`src/rtl/sax_pkg.sv`:
```
package sax_pkg;

    localparam int TF_W       = 8;
    localparam int HEAD_FLD_W = 4;
    localparam int MODE_BIT   = 6;
    localparam int CYL_FLD_W  = 2 * TF_W;
    localparam int LINEAR_W   = HEAD_FLD_W + 3 * TF_W;

    typedef struct packed {
        logic                  linear;
        logic [HEAD_FLD_W-1:0] head;
        logic [CYL_FLD_W-1:0]  cyl;
        logic [TF_W-1:0]       sec;
    } tf_addr_t;

    typedef struct packed {
        logic cyl_over;
        logic head_over;
        logic sec_zero;
        logic sec_over;
    } range_flags_t;

    typedef enum logic [1:0] {
        ST_IDLE,
        ST_EVAL,
        ST_MUL_HEAD,
        ST_MUL_SPT
    } xlate_state_e;

    function automatic tf_addr_t decode_tf(
        input logic [TF_W-1:0] sec,
        input logic [TF_W-1:0] lo,
        input logic [TF_W-1:0] hi,
        input logic [TF_W-1:0] dh
    );
        tf_addr_t a;
        a.linear = dh[MODE_BIT];
        a.head   = dh[HEAD_FLD_W-1:0];
        a.cyl    = {hi, lo};
        a.sec    = sec;
        return a;
    endfunction

    function automatic logic [LINEAR_W-1:0] direct_linear(input tf_addr_t a);
        return {a.head, a.cyl, a.sec};
    endfunction

    function automatic logic any_flag(input range_flags_t f);
        return f.cyl_over | f.head_over | f.sec_zero | f.sec_over;
    endfunction

endpackage

```
`src/rtl/sax_range_check.sv`:
```
module sax_range_check
    import sax_pkg::*;
#(
    parameter int CYL_W      = 16,
    parameter int HEAD_CNT_W = 5,
    parameter int SPT_W      = 9
) (
    input  tf_addr_t              addr,
    input  logic [CYL_W-1:0]      geo_cyls,
    input  logic [HEAD_CNT_W-1:0] geo_heads,
    input  logic [SPT_W-1:0]      geo_spt,
    output range_flags_t          flags
);

    localparam int C_CMP_W = (CYL_W > CYL_FLD_W) ? CYL_W : CYL_FLD_W;
    localparam int H_CMP_W = (HEAD_CNT_W > HEAD_FLD_W) ? HEAD_CNT_W : HEAD_FLD_W;
    localparam int S_CMP_W = (SPT_W > TF_W) ? SPT_W : TF_W;

    logic [C_CMP_W-1:0] cyl_a, cyl_g;
    logic [H_CMP_W-1:0] head_a, head_g;
    logic [S_CMP_W-1:0] sec_a, sec_g;

    always_comb begin
        cyl_a  = C_CMP_W'(addr.cyl);
        cyl_g  = C_CMP_W'(geo_cyls);
        head_a = H_CMP_W'(addr.head);
        head_g = H_CMP_W'(geo_heads);
        sec_a  = S_CMP_W'(addr.sec);
        sec_g  = S_CMP_W'(geo_spt);

        flags.cyl_over  = (cyl_a >= cyl_g);
        flags.head_over = (head_a >= head_g);
        flags.sec_zero  = (addr.sec == '0);
        flags.sec_over  = (sec_a > sec_g);
    end

endmodule

```
`src/rtl/sax_shift_mul.sv`:
```
module sax_shift_mul #(
    parameter int A_W = 16,
    parameter int B_W = 5
) (
    input  logic               clk,
    input  logic               rst,
    input  logic               load,
    input  logic [A_W-1:0]     a,
    input  logic [B_W-1:0]     b,
    output logic [A_W+B_W-1:0] prod,
    output logic               fin
);

    localparam int P_W   = A_W + B_W;
    localparam int CNT_W = $clog2(B_W + 1);

    logic [P_W-1:0]   acc;
    logic [P_W-1:0]   addend;
    logic [B_W-1:0]   mplr;
    logic [CNT_W-1:0] left;

    always_ff @(posedge clk) begin
        if (rst) begin
            acc    <= '0;
            addend <= '0;
            mplr   <= '0;
            left   <= '0;
            fin    <= 1'b0;
        end else begin
            fin <= 1'b0;
            if (load) begin
                acc    <= '0;
                addend <= P_W'(a);
                mplr   <= b;
                left   <= CNT_W'(B_W);
            end else if (left != '0) begin
                if (mplr[0]) begin
                    acc <= acc + addend;
                end
                addend <= addend << 1;
                mplr   <= mplr >> 1;
                left   <= left - 1'b1;
                if (left == CNT_W'(1)) begin
                    fin <= 1'b1;
                end
            end
        end
    end

    assign prod = acc;

endmodule

```
`src/rtl/sector_addr_xlate.sv`:
```
module sector_addr_xlate
    import sax_pkg::*;
#(
    parameter int CYL_W      = 16,
    parameter int HEAD_CNT_W = 5,
    parameter int SPT_W      = 9
) (
    input  logic                  clk,
    input  logic                  rst,
    input  logic                  start_i,
    input  logic [7:0]            sec_num_i,
    input  logic [7:0]            cyl_lo_i,
    input  logic [7:0]            cyl_hi_i,
    input  logic [7:0]            dev_head_i,
    input  logic [CYL_W-1:0]      geo_cyls_i,
    input  logic [HEAD_CNT_W-1:0] geo_heads_i,
    input  logic [SPT_W-1:0]      geo_spt_i,
    output logic                  done_o,
    output logic [27:0]           lba_o,
    output logic                  bad_addr_o
);

    localparam int LBA_W = LINEAR_W;
    localparam int P1_W  = CYL_W + HEAD_CNT_W;
    localparam int P2_W  = P1_W + SPT_W;

    xlate_state_e          st;
    tf_addr_t              q_addr;
    logic [CYL_W-1:0]      q_cyls;
    logic [HEAD_CNT_W-1:0] q_heads;
    logic [SPT_W-1:0]      q_spt;
    logic [LBA_W-1:0]      lba_q;
    logic                  bad_q;
    logic                  done_q;

    range_flags_t          flags;
    logic                  reject;
    logic                  m1_load, m1_fin;
    logic                  m2_load, m2_fin;
    logic [P1_W-1:0]       m1_prod;
    logic [P1_W-1:0]       track_idx;
    logic [P2_W-1:0]       m2_prod;
    logic [P2_W:0]         chs_sum;
    logic [LBA_W-1:0]      chs_lba;

    sax_range_check #(
        .CYL_W     (CYL_W),
        .HEAD_CNT_W(HEAD_CNT_W),
        .SPT_W     (SPT_W)
    ) u_range (
        .addr     (q_addr),
        .geo_cyls (q_cyls),
        .geo_heads(q_heads),
        .geo_spt  (q_spt),
        .flags    (flags)
    );

    assign reject  = any_flag(flags);
    assign m1_load = (st == ST_EVAL) && !q_addr.linear && !reject;
    assign m2_load = (st == ST_MUL_HEAD) && m1_fin;

    sax_shift_mul #(
        .A_W(CYL_W),
        .B_W(HEAD_CNT_W)
    ) u_mul_head (
        .clk (clk),
        .rst (rst),
        .load(m1_load),
        .a   (CYL_W'(q_addr.cyl)),
        .b   (q_heads),
        .prod(m1_prod),
        .fin (m1_fin)
    );

    assign track_idx = m1_prod + P1_W'(q_addr.head);

    sax_shift_mul #(
        .A_W(P1_W),
        .B_W(SPT_W)
    ) u_mul_spt (
        .clk (clk),
        .rst (rst),
        .load(m2_load),
        .a   (track_idx),
        .b   (q_spt),
        .prod(m2_prod),
        .fin (m2_fin)
    );

    always_comb begin
        chs_sum = {1'b0, m2_prod} + (P2_W+1)'(q_addr.sec) - (P2_W+1)'(1);
        chs_lba = LBA_W'(chs_sum);
    end

    always_ff @(posedge clk) begin
        if (rst) begin
            st      <= ST_IDLE;
            q_addr  <= '0;
            q_cyls  <= '0;
            q_heads <= '0;
            q_spt   <= '0;
            lba_q   <= '0;
            bad_q   <= 1'b0;
            done_q  <= 1'b0;
        end else begin
            done_q <= 1'b0;
            case (st)
                ST_IDLE: begin
                    if (start_i) begin
                        q_addr  <= decode_tf(sec_num_i, cyl_lo_i, cyl_hi_i, dev_head_i);
                        q_cyls  <= geo_cyls_i;
                        q_heads <= geo_heads_i;
                        q_spt   <= geo_spt_i;
                        st      <= ST_EVAL;
                    end
                end
                ST_EVAL: begin
                    if (q_addr.linear) begin
                        lba_q  <= direct_linear(q_addr);
                        bad_q  <= 1'b0;
                        done_q <= 1'b1;
                        st     <= ST_IDLE;
                    end else if (reject) begin
                        lba_q  <= '0;
                        bad_q  <= 1'b1;
                        done_q <= 1'b1;
                        st     <= ST_IDLE;
                    end else begin
                        st <= ST_MUL_HEAD;
                    end
                end
                ST_MUL_HEAD: begin
                    if (m1_fin) begin
                        st <= ST_MUL_SPT;
                    end
                end
                ST_MUL_SPT: begin
                    if (m2_fin) begin
                        lba_q  <= chs_lba;
                        bad_q  <= 1'b0;
                        done_q <= 1'b1;
                        st     <= ST_IDLE;
                    end
                end
                default: st <= ST_IDLE;
            endcase
        end
    end

    assign done_o     = done_q;
    assign lba_o      = lba_q;
    assign bad_addr_o = bad_q;

endmodule

```
`config.mk`:
```
export PLATFORM = sky130hd
export DESIGN_NAME = sector_addr_xlate
export DESIGN_NICKNAME = d
export VERILOG_FILES = /design/src/rtl/sax_pkg.sv /design/src/rtl/sax_range_check.sv /design/src/rtl/sax_shift_mul.sv /design/src/rtl/sector_addr_xlate.sv
export SDC_FILE = /design/constraint.sdc
export NUM_CORES = 1
export LEC_CHECK = 0
export CAP_MARGIN = 20
export CORE_MARGIN = 2
export CORE_UTILIZATION = 44
export CTS_BUF_LIST = sky130_fd_sc_hd__clkbuf_8
export CTS_CLUSTER_DIAMETER = 80
export CTS_CLUSTER_SIZE = 20
export DETAILED_ROUTE_END_ITERATION = 7
export PLACE_DENSITY_LB_ADDON = 0.08
export SETUP_SLACK_MARGIN = 0.05
export SLEW_MARGIN = 20
export SYNTH_ARGS = -nofsm -noshare
export SYNTH_HDL_FRONTEND = slang
export SYNTH_SLANG_ARGS = --single-unit
```
`constraint.sdc`:
```
create_clock -name clk -period 3.3 [get_ports clk]
set_input_delay 0.66 -clock clk [delete_from_list [all_inputs] [get_ports clk]]
set_output_delay 0.66 -clock clk [all_outputs]
set_load 0.1 [all_outputs]
```
==> metrics <==
Max Root-Sink Buffers 3; Reg power frac 44.7%; R2R cell count 13; sequential area share after synthesis 32.6%; Worst Hold Path Cells 2; RSZ-0062 raised after global routing true; P per Cell Area 426 nW/um^2; switching share of power a little under two fifths; nets 1970; Worst Min Path Start q_cyls[2]; post-route design area 15000 sq um; WL final about 37000 microns; Final Cycle Share between 90% and 100%; final setup margin 144 ps; largest net degree at the start of global routing 61; Critical Path Start Type register; 1st-pass router iterations 5; DP Area 14500 sq um; Final Power between 6 and 7 mW; Congestion Overflow GR 0; Async S/R FF share, synth 0%; slew margin rel. 52.8%; top post-synthesis cells by area dfxtp_1 (33%), ha_1 (11%), nand2_1 (9.6%); GPL Wtd Cong between 0.8 and 0.9; CP peak stage delay 540 ps; Initial DRC Count about 840; Syn Nets 1875; vias 11862; reg2reg end u_mul_head.prod[19]; DRC violations left 0; Antenna Nets Post-Route 0; DIE AREA between 30000 and 40000 sq um; P&R area growth vs syn 15.1%; Post-Syn Instances between 1500 and 2000; share of cells above drive strength 1 10.2%; reg-to-reg slack, setup 140 ps; first-pass GRT wire length roughly 59000 microns; initial core utilization 44.9%; Unique masters post-synth 68; CP Max Fanout 28; GRT Overall Usage 23.6%; Req. time, crit path 3720 ps; Fillers 2811; VDD IR max between 300 and 400 uV; final HPWL from detailed placement around 28000 microns; Sw Pwr 2.44 mW; dominant synthesized flop cell dfxtp_1; H-tree Lvls 1; Leak between 6 and 7 nW; drt via density 5.45; power share of the clock group a little over a fifth; Worst EP arrival 3570 ps; CTS sink count 212; Synth area leader dfxtp_1; WS Path Type reg2reg; number of max-cap violations 0; clk slew on worst S/H paths 120 ps; register area 4250 sq um; CP cell instances buf_4, ha_1, and4_4, and3_1, a311oi_1, or4b_4, nor4_4, buf_4, nand3_4, nand2b_4, buf_12, a211o_1, a211oi_1; FF+latch count, synth between 200 and 250; Clk Latency, worst-skew pair 540 ps; Reg-to-Reg Start q_addr[3]; internal power 3.93 mW; YS warnings 0; final hold slack 463 ps; cell family with most CP delay simple AND/OR/NAND/NOR gates; most frequent cells in the layout nand2_1 (332), dfxtp_1 (208), a21oi_1 (180); Final Max Tran Viols 0; Die Width approximately 180 microns; achievable frequency between 300 and 400 MHz; # rows 62; vias in the first global route 11216; slowest stage cell on the critical path or4b_4; Post-Syn Area 13000 sq um; clock skew 16.6 ps; syn avg cell area 7.70 sq um; hold-fix buffers at CTS 0; CP Buf/Inv Count 3; combinational share of power 33.4%; multi-input logic area 8120 sq um; share of the synthesized area in the top cell type 32.6%; Slew @ Worst Pin 705 ps; Root Buffer clkbuf_8; status completed; Core Util, Final 51.7%; Final min period ~3200 ps; Hold Vio Cnt, Final 0; Setup WS pre-CTS -19.5 ps; hold path endpoint q_cyls[2]; TritonCTS clock tree yes; hold crit path type reg2reg; Worst Setup End Kind register; PortBufs 91; number of synthesized flops with an enable pin 0; Die H 176 microns; crit-path most repeated cell buf_4; CTS buffer count 15; most common cell after layout, fill and taps aside nand2_1; core area slightly below 30000 sq um; # setup viols final 0; IO Pins 95; drt wl/cell 17.1 microns; initial antenna violation count 1
==> final cells by class <==
type / instances / share of cell area [%]
clock buffer: 17 / 1.56
tap: 384 / 3.21
inverter: 100 / 2.51
antenna: 1 / 0.0167
sequential: 212 / 28.4
clock inverter: 8 / 0.318
timing repair buffer: 167 / 9.74
multi-input combinational: 1287 / 54.3
==> state kept, by name, summed over array words and instances (netlist names), named ones only <==
register,count
u_mul_spt.fin,1
u_mul_spt.left,4
q_addr,29
bad_addr_o,1
done_o,1
q_cyls,16
u_mul_head.mplr,5
st,1
u_mul_head.addend,21
q_heads,5
u_mul_head.left,3
u_mul_spt.addend,28
u_mul_spt.prod,28
q_spt,9
u_mul_head.prod,21
u_mul_head.fin,1
u_mul_spt.mplr,9
lba_o,28
==> layer usage <==
| metal | global-route usage (%) | part of all wire [%] | wire (microns) | vias up |
|---|---|---|---|---|
| li1 | - | - | - | 6083 |
| met1 | 33.2 | 48 | 17700 | 5510 |
| met2 | 38.8 | 46 | 16900 | 236 |
| met4 | 5.48 | 1.8 | 662 | 2 |
| met3 | 2.55 | 4.7 | 1760 | 31 |
| met5 | 2.08 | 0.23 | 86 | - |
==> timing repair <==
action,CTS,global route
resized for setup,3,19
buffers inserted,0,12
setup endpoints to repair,6,62
gates cloned,0,1
pin swaps,3,13
==> cell families (layout without fill, tap and decap cells) <==
logic type                 after synthesis  in the layout  synth area share (%)
and+or+nand+nor                        642            643                  21.7
DFF                                    212            212                  32.6
adders and majority gates              122            122                  12.0
muxes                                    3              3                 0.241
other                                    0              1                     0
buffers and inverters                  190            292                  5.69
AOI/OAI and AO/OA                      440            440                  22.5
xor gates and xnor gates                79             79                  5.32
==> metrics by stage <==
| step | TNS, ps | std cells |
|---|---|---|
| after global routing | 0 | 2176 |
| after global placement | 0 | 2137 |
| final | 0 | 2176 |
| after detailed placement | -19.5 | 2137 |
| after CTS | 0 | 2162 |
| after floorplan | 0 | 1688 |
==> power groups by stage <==
stage / registers, mW / logic [mW] / clock network (mW)
floorplan: 3.16 / 1.16 / 0
global placement: 2.90 / 2.09 / 0
CTS: 2.85 / 2.10 / 1.45
global route: 2.87 / 2.32 / 1.54
finish: 2.85 / 2.13 / 1.39
detailed placement: 2.90 / 2.09 / 0
==> worst max path at each step <==
stage                      startpoint                   to  slack [ps]  cells after the start
floorplan                   q_addr[1]            lba_o[23]         470                     15
global placement    u_mul_spt.prod[1]            lba_o[23]          50                     15
detailed placement          q_addr[3]  u_mul_head.prod[19]         -20                     12
CTS                         q_addr[3]  u_mul_head.prod[19]          70                     12
global route                q_addr[3]            lba_o[27]          10                     13
finish                      q_addr[3]  u_mul_head.prod[19]         140                     13
==> worst reg2reg max path, cell delays in order, from the launching register on <==
cell      delay, ps
dfxtp_1         370
buf_4           160
ha_1            310
and4_4          240
and3_1          180
a311oi_1        100
or4b_4          540
nor4_4          310
buf_4           190
nand3_4         140
nand2b_4        130
buf_12          180
a211o_1         140
a211oi_1         40
==> synthesized netlist by cell type (10+ instances only) <==
master and number:
a211oi_1 25, nor2b_1 18, clkbuf_1 75, a211oi_2 14, dfxtp_1 212, nand2_1 333, nor3_1 22, a31oi_1 10
a21oi_1 182, nand3_1 40, o21a_1 11, inv_1 99, o21ai_0 43, and3_1 17, a311oi_1 51, xnor2_1 39
nor2_1 141, ha_1 118, a22oi_1 13, o211ai_1 12, xor2_1 40, a21o_1 30, nand2b_1 16
No activity file was read; power rests on OpenSTA's default activity.
